**src/rtl/tdw_pkg.sv**
```systemverilog
package tdw_pkg;
  // Convert a duration in nanoseconds to whole clock cycles.
  function automatic int ns_to_cycles(input int mhz, input int ns);
    return (mhz * ns) / 1000;
  endfunction

  localparam int HEARTBEAT_NS = 2000;
  localparam int MEM_READY_NS = 25600;
  localparam int BABBLE_BYTES = 1519;
endpackage

```
**src/rtl/tdw_rst_sync.sv**
```systemverilog
module tdw_rst_sync (
  input  logic clk,
  input  logic rst_n,
  output logic rst_n_sync
);
  logic meta_q;
  logic sync_q;

  always_ff @(posedge clk or negedge rst_n) begin
    if (!rst_n) begin
      meta_q <= 1'b0;
      sync_q <= 1'b0;
    end else begin
      meta_q <= 1'b1;
      sync_q <= meta_q;
    end
  end

  assign rst_n_sync = sync_q;
endmodule

```
**src/rtl/tdw_byte_limit.sv**
```systemverilog
module tdw_byte_limit #(
  parameter int LIMIT = 1519
) (
  input  logic clk,
  input  logic rst_n,
  input  logic start_i,
  input  logic end_i,
  input  logic byte_i,
  output logic hit_o
);
  localparam int W = $clog2(LIMIT + 1);

  logic         in_frame_q, in_frame_d;
  logic         done_q, done_d;
  logic [W-1:0] cnt_q, cnt_d;
  logic [W-1:0] base;
  logic         base_done;
  logic         counting;
  logic         cnt_en;

  always_comb begin
    in_frame_d = in_frame_q;
    done_d     = done_q;
    cnt_d      = cnt_q;
    hit_o      = 1'b0;
    base       = start_i ? '0 : cnt_q;
    base_done  = start_i ? 1'b0 : done_q;
    counting   = byte_i & (start_i | in_frame_q);
    if (start_i) begin
      in_frame_d = 1'b1;
      done_d     = 1'b0;
      cnt_d      = '0;
    end
    if (counting && !base_done) begin
      cnt_d = base + 1'b1;
      if (base + 1'b1 == W'(LIMIT)) begin
        hit_o  = 1'b1;
        done_d = 1'b1;
      end
    end
    if (end_i && !start_i) in_frame_d = 1'b0;
  end

  assign cnt_en = start_i | counting;

  always_ff @(posedge clk or negedge rst_n) begin
    if (!rst_n) begin
      in_frame_q <= 1'b0;
      done_q     <= 1'b0;
      cnt_q      <= '0;
    end else begin
      in_frame_q <= in_frame_d;
      done_q     <= done_d;
      if (cnt_en) cnt_q <= cnt_d;
    end
  end
endmodule

```
**src/rtl/tdw_window.sv**
```systemverilog
module tdw_window #(
  parameter int CYCLES = 100
) (
  input  logic clk,
  input  logic rst_n,
  input  logic arm_i,
  input  logic cancel_i,
  input  logic seen_i,
  output logic expire_o
);
  localparam int W = $clog2(CYCLES + 1);

  logic         armed_q, armed_d;
  logic [W-1:0] cnt_q, cnt_d;
  logic         cnt_en;

  always_comb begin
    armed_d  = armed_q;
    cnt_d    = cnt_q;
    expire_o = 1'b0;
    if (arm_i) begin
      armed_d = 1'b1;
      cnt_d   = W'(CYCLES);
    end else if (armed_q) begin
      if (cancel_i || seen_i) begin
        armed_d = 1'b0;
      end else if (cnt_q == W'(1)) begin
        armed_d  = 1'b0;
        expire_o = 1'b1;
      end else begin
        cnt_d = cnt_q - 1'b1;
      end
    end
  end

  assign cnt_en = arm_i | armed_q;

  always_ff @(posedge clk or negedge rst_n) begin
    if (!rst_n) begin
      armed_q <= 1'b0;
      cnt_q   <= '0;
    end else begin
      armed_q <= armed_d;
      if (cnt_en) cnt_q <= cnt_d;
    end
  end
endmodule

```
**src/rtl/tx_dma_watchdog.sv**
```systemverilog
module tx_dma_watchdog #(
  parameter int CLK_MHZ = 100
) (
  input  logic clk,
  input  logic rst_n,
  input  logic tx_frame_start,
  input  logic tx_frame_end,
  input  logic tx_byte,
  input  logic col_in,
  input  logic dma_cyc_start,
  input  logic dma_ready,
  output logic babble_evt,
  output logic hb_err_evt,
  output logic mem_err_evt,
  output logic path_off_evt
);
  import tdw_pkg::*;

  localparam int HB_CYC  = ns_to_cycles(CLK_MHZ, HEARTBEAT_NS);
  localparam int MEM_CYC = ns_to_cycles(CLK_MHZ, MEM_READY_NS);

  logic rst_n_s;
  logic babble_hit, hb_expire, mem_expire;
  logic babble_q, hb_q, merr_q, off_q;
  logic babble_d, hb_d, merr_d, off_d;

  tdw_rst_sync u_rst (
    .clk        (clk),
    .rst_n      (rst_n),
    .rst_n_sync (rst_n_s)
  );

  tdw_byte_limit #(.LIMIT(BABBLE_BYTES)) u_babble (
    .clk     (clk),
    .rst_n   (rst_n_s),
    .start_i (tx_frame_start),
    .end_i   (tx_frame_end),
    .byte_i  (tx_byte),
    .hit_o   (babble_hit)
  );

  tdw_window #(.CYCLES(HB_CYC)) u_heartbeat (
    .clk      (clk),
    .rst_n    (rst_n_s),
    .arm_i    (tx_frame_end & ~tx_frame_start),
    .cancel_i (tx_frame_start),
    .seen_i   (col_in),
    .expire_o (hb_expire)
  );

  tdw_window #(.CYCLES(MEM_CYC)) u_mem_ready (
    .clk      (clk),
    .rst_n    (rst_n_s),
    .arm_i    (dma_cyc_start),
    .cancel_i (1'b0),
    .seen_i   (dma_ready),
    .expire_o (mem_expire)
  );

  always_comb begin
    babble_d = babble_hit;
    hb_d     = hb_expire;
    merr_d   = mem_expire;
    off_d    = mem_expire;
  end

  always_ff @(posedge clk or negedge rst_n_s) begin
    if (!rst_n_s) begin
      babble_q <= 1'b0;
      hb_q     <= 1'b0;
      merr_q   <= 1'b0;
      off_q    <= 1'b0;
    end else begin
      babble_q <= babble_d;
      hb_q     <= hb_d;
      merr_q   <= merr_d;
      off_q    <= off_d;
    end
  end

  assign babble_evt   = babble_q;
  assign hb_err_evt   = hb_q;
  assign mem_err_evt  = merr_q;
  assign path_off_evt = off_q;
endmodule

```
**config.mk**
```make
export PLATFORM = sky130hd
export DESIGN_NAME = tx_dma_watchdog
export DESIGN_NICKNAME = d
export VERILOG_FILES = /design/src/rtl/tdw_pkg.sv /design/src/rtl/tdw_rst_sync.sv /design/src/rtl/tdw_byte_limit.sv /design/src/rtl/tdw_window.sv /design/src/rtl/tx_dma_watchdog.sv
export SDC_FILE = /design/constraint.sdc
export NUM_CORES = 1
export LEC_CHECK = 0
export BUFFER_PORTS_ARGS = -buffer_cell sky130_fd_sc_hd__buf_2
export CORE_ASPECT_RATIO = 1.1
export CORE_UTILIZATION = 43
export CTS_BUF_LIST = sky130_fd_sc_hd__clkbuf_8
export CTS_CLUSTER_DIAMETER = 200
export DETAILED_ROUTE_END_ITERATION = 16
export MAX_ROUTING_LAYER = met4
export SLEW_MARGIN = 0
export SYNTH_ARGS = -nofsm -noshare
export SYNTH_HDL_FRONTEND = slang
export SYNTH_HIERARCHICAL = 1
export SYNTH_SLANG_ARGS = --single-unit
```
**constraint.sdc**
```tcl
create_clock -name clk -period 1.4 [get_ports clk]
set_input_delay 0.28 -clock clk [delete_from_list [all_inputs] [get_ports clk]]
set_output_delay 0.28 -clock clk [all_outputs]
set_load 0.01 [all_outputs]
```
==> out/results.tsv <==
stage	metric	value	unit
outcome	status	finished, violations left	
outcome	violations	setup timing	
routing	antenna_left	0	
layout	n_antenna_cell	0	
power	power_frac_clock	34.5	%
hold_path	hold_class	input port to flop	
placement	dp_hpwl	3.596	mm
synth	synth_ff_type	dfrtp_1	
placement	dpl-instance-area	2867	um^2
die	die_h	77.82	um
sta	rsz0062_at_grt	true	
placement	finalWeightedCongestion	0.8511	
routing	dr_wl_met3	107	um
critical_path	rrSetupSlack	-250	ps
routing	drc	0	
sta	period_needed	1646	ps
synth	synthDistinctLibCells	55	
global_route	grt_pass1_wl	9.632	mm
critical_path	r2r-start	u_mem_ready/cnt_q[0]	
clock_tree	cts_num_sinks	40	
critical_path	crit_required	1610	ps
layout	fin_area	3538	um^2
die	core_area	5034	um^2
sta	hold_viol_final	0	
routing	routed_via_density	5.313	
power	power_density	854.4	nW/um^2
sta	setup_tns	-3722	ps
clock_tree	cts.clk_slew.worst_paths	80	ps
routing	routed-wl-met2	2.958	mm
global_route	grt_max_degree	39	
layout	fin_nets	329	
die	initial_core_util	44.64	%
sta	fin_skew	7.956	ps
sta	final-max-slew-violation-count	0	
routing	top_layer	met4	
layout	final_cell_count_no_fill	374	
synth	synth.area.top_cells	dfrtp_1, nor2_1, ha_1	
sta	hold_ws	256.9	ps
sta	period_share	117.6	%
synth	synthArstFlopShare	100.0	%
critical_path	cp_max_fo	5	
layout	synthToLayoutAreaGrowth	57.46	%
layout	seq_area	1003	um^2
die	pin_count	12	
clock_tree	tritoncts.num_buffers	5	
sta	max_freq	607.5	MHz
critical_path	arrival	1860	ps
clock_tree	clock_latency	290	ps
global_route	gr-total-overflow	0	
synth	synth_edf_count	0	
routing	wire_per_inst	15.06	um
routing	wl_met1	2.504	mm
power	switching_power	0.7965	mW
synth	synth_top_cell_by_area	dfrtp_1	
die	dieArea	5519	um^2
layout	layout-drive-gt1-share	53.48	%
sta	setup_viol	26	
clock_tree	cts.path.max_buffers	2	
routing	dr.pass1.iters	6	
die	die_x	70.93	um
placement	port_buffers	11	
placement	dp_slack	-305.8	ps
synth	synth-seq-cells	40	
sta	setup_slack	-246.0	ps
layout	fill_cells	362	
global_route	grt_pass1_vias	2032	
placement	dp.cells	347	
layout	multi_input_area	1622	um^2
critical_path	start_kind	flop	
power	p_leak	1.532	nW
synth	seq_area_frac_synth	44.54	%
synth	yosys.area.top_type_share	44.54	%
power	p_int	2.227	mW
clock_tree	h-tree-depth	2	
die	fp-row-count	27	
routing	drtIter0Drc	77	
critical_path	startpoint	u_mem_ready/cnt_q[0]	
global_route	grtUsageTotal	23.01	%
power	irDropWorstVdd	0.5778	mV
clock_tree	cts_tree	done	
routing	totalWireLength	5.633	mm
job	maxCapViolCount	0	
clock_tree	cts_root_buf	clkbuf_8	
critical_path	critPathKind	flop to flop	
global_route	antenna_found_initial	0	
routing	vias	1987	
hold_path	hold_start	tx_frame_end	
power	pwr-share-seq	42.2	%
critical_path	worstSetupEndpointType	flop	
synth	yosysWarnings	6	
synth	synth_area	2247	um^2
power	power.share.combinational	23.3	%
power	power_switching_share	26.35	%
synth	synth.avg_cell_area	9.943	um^2
synth	synth_cells	226	
-- area by class of cell --
class / instances / area share [%]
well taps: 58 / 2.051
flip-flops and latches: 40 / 28.36
inverters: 9 / 1.025
clock buffers: 7 / 2.723
repair buffers: 85 / 19.17
clock inverters: 1 / 0.8487
multi-input cells: 174 / 45.83
-- flip-flops by register name (all words and copies together), names as in the netlist --
register             count
u_rst/rst_n_sync         1
u_mem_ready/cnt_q       12
path_off_evt             1
u_heartbeat/cnt_q        8
u_rst/meta_q             1
u_heartbeat/armed_q      1
u_babble/in_frame_q      1
hb_err_evt               1
u_babble/done_q          1
babble_evt               1
u_mem_ready/armed_q      1
u_babble/cnt_q          11
-- layer usage --
metal  GRT usage, %  vias to the layer above
met5              -                        -
met4          7.600                        0
met3          2.857                        7
met2          37.98                       30
met1          29.42                      966
li1               -                      984
-- cells by family after synthesis --
family	synth area share, %
flip-flops	44.54
buffers and inverters	2.840
multiplexers	3.786
adder cells (fa/ha/maj)	3.341
AO/OA/AOI/OAI	11.14
AND/OR/NAND/NOR	30.12
other	0.3342
XOR/XNOR	3.897
-- power by group through the flow --
stage	Sequential (mW)	Combinational [mW]	Clock, mW
after global placement	1.28	0.487	0
final	1.28	0.705	1.04
after detailed placement	1.29	0.498	0
after CTS	1.27	0.653	1.06
after global routing	1.28	0.770	1.12
after floorplan	1.31	0.262	0
-- timing repair --
action	CTS	global route
setup endpoints to repair	28	32
pin swaps	15	18
hold buffers	1	0
hold endpoints to repair	2	0
buffers inserted	12	8
gates resized for setup	56	27
gates cloned	1	0
-- critical path, stage by stage (launching register included) --
cell and delay (ps):
dfrtp_1 430, ha_4 170, nor4b_4 130, a21bo_2 240
nor4_1 250, buf_4 160, mux2i_1 170
-- cell usage after synthesis, types with 3 or more instances --
cell type,instances
a21oi_1,14
o21ai_0,5
nor3_1,6
nand2b_1,5
mux2_2,4
nand2_1,13
or2_2,3
or3_1,4
xor2_1,4
nor2b_1,11
nand4_1,4
xnor2_1,6
nor4_1,5
mux2i_1,4
or4_1,5
ha_1,6
dfrtp_1,40
o21ai_1,4
inv_1,9
clkbuf_1,3
nand3_1,5
nor2_1,22
o31ai_1,5
-- through the flow --
| stage | total power, mW | util (%) |
|---|---|---|
| finish | 3.023 | 70.30 |
| global route | 3.178 | 70.30 |
| CTS | 2.988 | 67.11 |
| detailed placement | 1.784 | 56.95 |
| global placement | 1.771 | 56.95 |
| floorplan | 1.568 | - |
-- final timing paths --
kind                                          to  cells past startpoint
min in group asynchronous   u_mem_ready/cnt_q[9]                      1
max in group asynchronous      u_babble/cnt_q[1]                      1
min                          u_babble/in_frame_q                      3
min reg2reg                 u_mem_ready/cnt_q[9]                      1
max reg2reg                u_mem_ready/cnt_q[11]                      6
max                        u_mem_ready/cnt_q[11]                      6
-- placed cells by master, fill, tap and decap left out, types with 4 or more instances in the layout --
cell type	netlist	final
a21oi_1	14	5
a21oi_2	0	8
buf_2	0	11
buf_4	1	58
buf_6	1	14
clkbuf_8	0	7
dfrtp_1	40	38
ha_4	0	5
inv_1	9	4
inv_2	0	4
mux2i_1	4	4
nand2_1	13	11
nand4_1	4	4
nor2_1	22	19
nor2b_1	11	9
nor3_2	1	4
nor4_4	1	5
o21ai_0	5	4
o21ai_1	4	5
or2_4	1	5
xnor2_1	6	6
xor2_1	4	4
Note: power is estimated with default switching activity, not from simulation.
